$ cat src/rtl/cardhost_irqclk_pkg.sv
package cardhost_irqclk_pkg;
  // Request bit positions decoded by the clock and DMA logic
  localparam int unsigned CLKOFF_BIT = 4;
  localparam int unsigned RXREQ_BIT  = 5;
  localparam int unsigned TXREQ_BIT  = 6;

  // Strobes from the control sequencer to the register datapath
  typedef struct packed {
    logic clkStart;
    logic clkStop;
    logic statClear;
  } ctlStrobe_t;
endpackage

$ cat src/rtl/cardhost_irqclk_ctrl.sv
module cardhost_irqclk_ctrl
  import cardhost_irqclk_pkg::*;
(
  input  logic       clk,
  input  logic       rst,
  input  logic       clkCmdWe,
  input  logic [1:0] clkCmdData,
  input  logic       cfgWe,
  input  logic       cfgStopTran,
  input  logic       xferDone,
  output logic       launch,
  output logic       cmdPending,
  output logic       xferActive,
  output logic       clkEnabled,
  output ctlStrobe_t strobe
);
  logic startReq, stopReq;
  logic clkEnQ, pendQ, actQ, stopTranQ, launchQ;
  logic clkEnNext, launchNext, pendNext, actNext;

  assign stopReq  = clkCmdWe & clkCmdData[0];
  assign startReq = clkCmdWe & clkCmdData[1] & ~clkCmdData[0];

  always_comb begin
    clkEnNext = clkEnQ;
    if (stopReq)       clkEnNext = 1'b0;
    else if (startReq) clkEnNext = 1'b1;

    // A configuration write sees the clock state after a same-cycle clock command
    if (cfgWe) launchNext = ~cfgStopTran & clkEnNext;
    else       launchNext = startReq & pendQ & ~stopTranQ;

    if (launchNext) pendNext = 1'b0;
    else if (cfgWe) pendNext = 1'b1;
    else            pendNext = pendQ;

    if (stopReq)                actNext = 1'b0;
    else if (launchNext)        actNext = 1'b1;
    else if (cfgWe || xferDone) actNext = 1'b0;
    else                        actNext = actQ;
  end

  always_ff @(posedge clk) begin
    if (rst) begin
      clkEnQ    <= 1'b0;
      pendQ     <= 1'b0;
      actQ      <= 1'b0;
      stopTranQ <= 1'b0;
      launchQ   <= 1'b0;
    end else begin
      clkEnQ    <= clkEnNext;
      pendQ     <= pendNext;
      actQ      <= actNext;
      launchQ   <= launchNext;
      if (cfgWe) stopTranQ <= cfgStopTran;
    end
  end

  assign strobe.clkStart  = startReq;
  assign strobe.clkStop   = stopReq;
  assign strobe.statClear = (cfgWe & ~cfgStopTran) | launchNext;

  assign launch     = launchQ;
  assign cmdPending = pendQ;
  assign xferActive = actQ;
  assign clkEnabled = clkEnQ;

  // stop beats everything, aborts the transfer, never launches
  p_stop_wins_r6: assert property (@(posedge clk) disable iff (rst)
    stopReq |=> (!clkEnQ && !actQ && !launchQ));

  // configuration write with stop-transfer queues without launching
  p_cfg_hold_r7: assert property (@(posedge clk) disable iff (rst)
    (cfgWe && cfgStopTran) |=> (!launchQ && pendQ && !actQ));

  // a launch leaves the clock on, the transfer active and nothing pending
  p_launch_state_r9: assert property (@(posedge clk) disable iff (rst)
    launchQ |-> (clkEnQ && actQ && !pendQ));
endmodule

$ cat src/rtl/cardhost_irqclk_dp.sv
module cardhost_irqclk_dp
  import cardhost_irqclk_pkg::*;
#(
  parameter int unsigned REQ_W     = 13,
  parameter int unsigned WR_W      = 16,
  parameter int unsigned STAT_W    = 16,
  parameter int unsigned CLKEN_BIT = 8
) (
  input  logic              clk,
  input  logic              rst,
  input  ctlStrobe_t        strobe,
  input  logic              maskWe,
  input  logic [WR_W-1:0]   maskData,
  input  logic [REQ_W-1:0]  evtSet,
  input  logic [REQ_W-1:0]  evtClr,
  input  logic [STAT_W-1:0] statEvt,
  input  logic              dmaEn,
  output logic [REQ_W-1:0]  reqBits,
  output logic [REQ_W-1:0]  maskBits,
  output logic [STAT_W-1:0] statBits,
  output logic              irq,
  output logic              rxDma,
  output logic              txDma
);
  localparam logic [REQ_W-1:0]  FIFO_MASK = (REQ_W'(1) << RXREQ_BIT) | (REQ_W'(1) << TXREQ_BIT);
  localparam logic [STAT_W-1:0] CLK_MASK  = STAT_W'(1) << CLKEN_BIT;

  logic [REQ_W-1:0]  reqQ, maskQ, effMask;
  logic [STAT_W-1:0] statQ;
  logic              irqQ, rxQ, txQ;
  logic              unusedMaskHi;

  assign unusedMaskHi = ^maskData[WR_W-1:REQ_W];

  for (genvar b = 0; b < REQ_W; b++) begin : g_req
    if (b == CLKOFF_BIT) begin : g_clkoff
      always_ff @(posedge clk) begin
        if (rst)                  reqQ[b] <= 1'b0;
        else if (strobe.clkStop)  reqQ[b] <= 1'b1;
        else if (strobe.clkStart) reqQ[b] <= 1'b0;
        else if (evtSet[b])       reqQ[b] <= 1'b1;
        else if (evtClr[b])       reqQ[b] <= 1'b0;
      end
    end else begin : g_event
      always_ff @(posedge clk) begin
        if (rst)            reqQ[b] <= 1'b0;
        else if (evtSet[b]) reqQ[b] <= 1'b1;
        else if (evtClr[b]) reqQ[b] <= 1'b0;
      end
    end
  end

  always_ff @(posedge clk) begin
    if (rst)         maskQ <= '0;
    else if (maskWe) maskQ <= maskData[REQ_W-1:0];
  end

  always_ff @(posedge clk) begin
    if (rst) statQ <= '0;
    else     statQ <= (strobe.statClear ? '0 : statQ) | (statEvt & ~CLK_MASK);
  end

  assign effMask = maskQ | (dmaEn ? FIFO_MASK : '0);

  always_ff @(posedge clk) begin
    if (rst) begin
      irqQ <= 1'b0;
      rxQ  <= 1'b0;
      txQ  <= 1'b0;
    end else begin
      irqQ <= |(reqQ & ~effMask);
      rxQ  <= dmaEn & reqQ[RXREQ_BIT];
      txQ  <= dmaEn & reqQ[TXREQ_BIT];
    end
  end

  assign reqBits  = reqQ;
  assign maskBits = maskQ;
  assign statBits = statQ;
  assign irq      = irqQ;
  assign rxDma    = rxQ;
  assign txDma    = txQ;

  // only the low request-width bits of a mask write are kept
  p_mask_width_r2: assert property (@(posedge clk) disable iff (rst)
    maskWe |=> (maskQ == $past(maskData[REQ_W-1:0])));

  // with DMA on, FIFO requests alone never raise the CPU line
  p_dma_hides_fifo_r4: assert property (@(posedge clk) disable iff (rst)
    (dmaEn && ((reqQ & ~maskQ & ~FIFO_MASK) == '0)) |=> !irqQ);

  // with DMA off, both DMA lines stay low
  p_dma_idle_r4: assert property (@(posedge clk) disable iff (rst)
    !dmaEn |=> (!rxQ && !txQ));

  // a start command clears the clock-off request
  p_start_clears_clkoff_r5: assert property (@(posedge clk) disable iff (rst)
    strobe.clkStart |=> !reqQ[CLKOFF_BIT]);
endmodule

$ cat src/rtl/cardhost_irqclk.sv
module cardhost_irqclk
  import cardhost_irqclk_pkg::*;
#(
  parameter int unsigned REQ_W     = 13,
  parameter int unsigned WR_W      = 16,
  parameter int unsigned STAT_W    = 16,
  parameter int unsigned CLKEN_BIT = 8
) (
  input  logic              clk,
  input  logic              rst,
  input  logic              clkCmdWe,
  input  logic [1:0]        clkCmdData,
  input  logic              cfgWe,
  input  logic              cfgStopTran,
  input  logic              dmaEn,
  input  logic              maskWe,
  input  logic [WR_W-1:0]   maskData,
  input  logic [REQ_W-1:0]  evtSet,
  input  logic [REQ_W-1:0]  evtClr,
  input  logic [STAT_W-1:0] statEvt,
  input  logic              xferDone,
  output logic              irq,
  output logic              rxDmaReq,
  output logic              txDmaReq,
  output logic              launch,
  output logic              cmdPending,
  output logic              xferActive,
  output logic [REQ_W-1:0]  reqBits,
  output logic [REQ_W-1:0]  maskBits,
  output logic [STAT_W-1:0] status
);
  ctlStrobe_t        strobe;
  logic              clkEnabled;
  logic [STAT_W-1:0] statBits;

  cardhost_irqclk_ctrl u_ctrl (
    .clk        (clk),
    .rst        (rst),
    .clkCmdWe   (clkCmdWe),
    .clkCmdData (clkCmdData),
    .cfgWe      (cfgWe),
    .cfgStopTran(cfgStopTran),
    .xferDone   (xferDone),
    .launch     (launch),
    .cmdPending (cmdPending),
    .xferActive (xferActive),
    .clkEnabled (clkEnabled),
    .strobe     (strobe)
  );

  cardhost_irqclk_dp #(
    .REQ_W    (REQ_W),
    .WR_W     (WR_W),
    .STAT_W   (STAT_W),
    .CLKEN_BIT(CLKEN_BIT)
  ) u_dp (
    .clk     (clk),
    .rst     (rst),
    .strobe  (strobe),
    .maskWe  (maskWe),
    .maskData(maskData),
    .evtSet  (evtSet),
    .evtClr  (evtClr),
    .statEvt (statEvt),
    .dmaEn   (dmaEn),
    .reqBits (reqBits),
    .maskBits(maskBits),
    .statBits(statBits),
    .irq     (irq),
    .rxDma   (rxDmaReq),
    .txDma   (txDmaReq)
  );

  assign status = statBits | (STAT_W'(clkEnabled) << CLKEN_BIT);
endmodule

$ cat config.mk
export PLATFORM = sky130hd
export DESIGN_NAME = cardhost_irqclk
export DESIGN_NICKNAME = d
export VERILOG_FILES = /design/src/rtl/cardhost_irqclk_pkg.sv /design/src/rtl/cardhost_irqclk_ctrl.sv /design/src/rtl/cardhost_irqclk_dp.sv /design/src/rtl/cardhost_irqclk.sv
export SDC_FILE = /design/constraint.sdc
export NUM_CORES = 1
export LEC_CHECK = 0
export CAP_MARGIN = 10
export CORE_ASPECT_RATIO = 0.9
export CORE_MARGIN = 1
export CORE_UTILIZATION = 32
export DETAILED_ROUTE_END_ITERATION = 16
export PLACE_DENSITY = 0.71
export SKIP_CTS_REPAIR_TIMING = 1
export SLEW_MARGIN = 25
export SYNTH_ARGS = -nofsm -noshare
export SYNTH_HDL_FRONTEND = slang
export SYNTH_SLANG_ARGS = --single-unit
export TNS_END_PERCENT = 20
$ cat constraint.sdc
create_clock -name clk -period 1.4 [get_ports clk]
set_input_delay 0.14 -clock clk [delete_from_list [all_inputs] [get_ports clk]]
set_output_delay 0.14 -clock clk [all_outputs]
set_load 0.02 [all_outputs]
==> flow_metrics.env <==
export IMPL_holdPathEnd="u_dp.statBits[0]"
export IMPL_synth_top_area_share_pct=54.0
export IMPL_rsz0062_at_grt="true"
export IMPL_syn_inst=190
export IMPL_worstSkewPairLatency_ps=280
export IMPL_drv_cap=0
export IMPL_dpl_hpwl_um=3650
export IMPL_worstPathMaxFanout=15
export IMPL_htree_levels=2
export IMPL_clock_path_buffers=2
export IMPL_min_delay_start="statEvt[0]"
export IMPL_hold_path_class="in2reg"
export IMPL_clock_skew_ps=6.30
export IMPL_drc=0
export IMPL_area_growth_pct=79.6
export IMPL_critPathCaptureType="flop"
export IMPL_leakagePower_nw=1.92
export IMPL_tightest_slew_ps=390
export IMPL_firstDrtPassIters=4
export IMPL_cts_tree="done"
export IMPL_fp_dieW_um=81.5
export IMPL_required_ps=1570
export IMPL_vdd_drop_max_mv=0.604
export IMPL_ios=116
export IMPL_synth_seq_area_share_pct=54.0
export IMPL_synth_area_mm2=0.00182
export IMPL_drive_gt1_share_pct=6.89
export IMPL_tns_ps=0
export IMPL_grt_pass1_vias=1630
export IMPL_core_area_mm2=0.00535
export IMPL_rr_endpoint="u_dp.statBits[13]"
export IMPL_finalWorstPathRequiredPeriod_ps=1380
export IMPL_ff2ff_path_depth=4
export IMPL_syn_area_per_cell_um2=9.57
export IMPL_synth_fp_nets=258
export IMPL_final_nets=374
export IMPL_drt_wirelength_per_cell_um=13.0
export IMPL_synth_largest_area_cell="dfxtp_1"
export IMPL_row_count=25
export IMPL_clkSinkCount=49
export IMPL_min_delay_path_depth=2
export IMPL_portBuffers=111
export IMPL_clk_pin_slew_ps=80
export IMPL_grt_pass1_wl_um=7290
export IMPL_start_util_pct=34.0
export IMPL_ys_async_sr_fraction_pct=0
export IMPL_track_usage_pct=15.9
export IMPL_timing_rr_start="u_ctrl.cmdPending"
export IMPL_routabilityCongestion=0.727
export IMPL_status="completed"
export IMPL_slew_headroom_pct=73.3
export IMPL_antennaDiodeCount=0
export IMPL_cp_arrival_ps=1560
export IMPL_synth_commonest_cells="dfxtp_1, nor2_1, inv_1"
export IMPL_final_antenna_net_count=0
export IMPL_dieArea_mm2=0.00599
export IMPL_synth_area_leaders="dfxtp_1, mux2i_1, o2bb2ai_1"
export IMPL_ys_warn_count=0
export IMPL_p_per_area_mw_per_mm2=917
export IMPL_synth_edff_count=0
export IMPL_cts_buffers=5
export IMPL_synth_cell_types=29
export IMPL_num_vias=1700
export IMPL_synth_flop_cell="dfxtp_1"
export IMPL_ys_seq_elements=49
export IMPL_finalWorstSetupSlack_ps=16.4
export IMPL_finalSetupViolCount=0
export IMPL_min_period_over_period_pct=98.8
export IMPL_clockRootBuffer="clkbuf_8"
export IMPL_path_class="in2reg"
export IMPL_wl_um=4820
export IMPL_fmax_mhz=723
export IMPL_grt_max_degree=36
export IMPL_finalHoldViolations=0
export IMPL_vias_per_cell=4.57
export IMPL_startpoint_type="input pin"
export IMPL_die_h_um=73.5
export IMPL_fin_util_pct=61.0
export IMPL_initialDrtViolationCount=51
export IMPL_yosysMostFrequentCell="dfxtp_1"
export IMPL_slew_violations=0
export IMPL_r2r_slack_ps=40
export IMPL_grt_antenna_before_repair=0
export IMPL_dp_slack_ps=-268
export IMPL_grt_overflow=0
## logic make-up (layout without fill, tap and decap cells)
| group | after synthesis | count (layout) | share of synthesized area, % |
|---|---|---|---|
| AND/OR/NAND/NOR | 59 | 59 | 14.9 |
| flip-flops | 49 | 49 | 54.0 |
| AO/OA/AOI/OAI | 39 | 39 | 16.8 |
| buffers and inverters | 29 | 144 | 6.67 |
| multiplexers | 14 | 14 | 7.71 |
## worst max path at each step
| stage | endpoint | slack (ps) | startpoint |
|---|---|---|---|
| 2_1_floorplan | u_dp.statBits[0] | 20 | u_ctrl.cmdPending |
| 3_3_place_gp | u_dp.statBits[3] | -240 | cfgWe |
| 3_5_place_dp | u_dp.statBits[13] | -270 | cfgWe |
| 4_1_cts | reqBits[6] | -50 | u_dp.reqBits[6] |
| 5_1_grt | u_dp.statBits[13] | -6 | clkCmdData[0] |
| 6_report | u_dp.statBits[13] | 20 | clkCmdData[0] |
## per-stage QoR
step,power [mW],hold WS (ps),cells,cell area [um2]
floorplan,1.87,248,190,1820
global placement,2.30,435,366,3080
detailed placement,2.31,443,366,3080
CTS,3.06,394,372,3150
global route,3.15,387,372,3260
finish,2.99,404,372,3260
## cell usage in the layout (no fill, tap or decap), drive strengths merged, types with 3 or more instances in the layout
cell type / count
dfxtp: 49
nor2: 27
dlymetal6s2s: 45
inv: 18
a21oi: 15
nor2b: 7
clkdlybuf4s50: 66
mux2i: 14
clkbuf: 5
buf: 8
o2bb2ai: 15
and3: 3
nand2: 17
## routing by layer
metal / GRT usage (%) / vias to the layer above / part of all wire, %
met5: 0 / - / 0
met3: 4.72 / 6 / 6.2
met4: 5.75 / 0 / 1.4
met2: 27.0 / 56 / 49
li1: - / 866 / -
met1: 18.9 / 772 / 43
## registers in the layout, summed over array words and instances, names as in the netlist
register	cells
u_dp.maskBits	13
u_ctrl.xferActive	1
u_dp.statBits	15
u_ctrl.launch	1
u_ctrl.clkEnabled	1
u_dp.reqBits	13
u_dp.rxDma	1
u_dp.txDma	1
u_ctrl.cmdPending	1
u_ctrl.stopTranQ	1
u_dp.irq	1
## area by class of cell
type / instances / area, um2
Multi-Input combinational cell: 112 / 716
Clock inverter: 1 / 5.00
Fill cell: 462 / 2080
Sequential cell: 49 / 986
Inverter: 19 / 71.3
Tap cell: 67 / 83.8
Clock buffer: 5 / 68.8
Timing Repair Buffer: 119 / 1330
## power by group
part / leakage [nW] / switching (mW) / internal [mW]
Clock: 0.0399 / 0.410 / 0.329
Combinational: 1.47 / 0.302 / 0.408
Sequential: 0.409 / 0.0549 / 1.49
## worst max-delay path, cell delays in order
cell and delay (ps):
clkdlybuf4s50_1 420, or4b_4 550, o22ai_4 180, buf_12 180, o2bb2ai_1 80
Power figures use the tool's default switching activity.
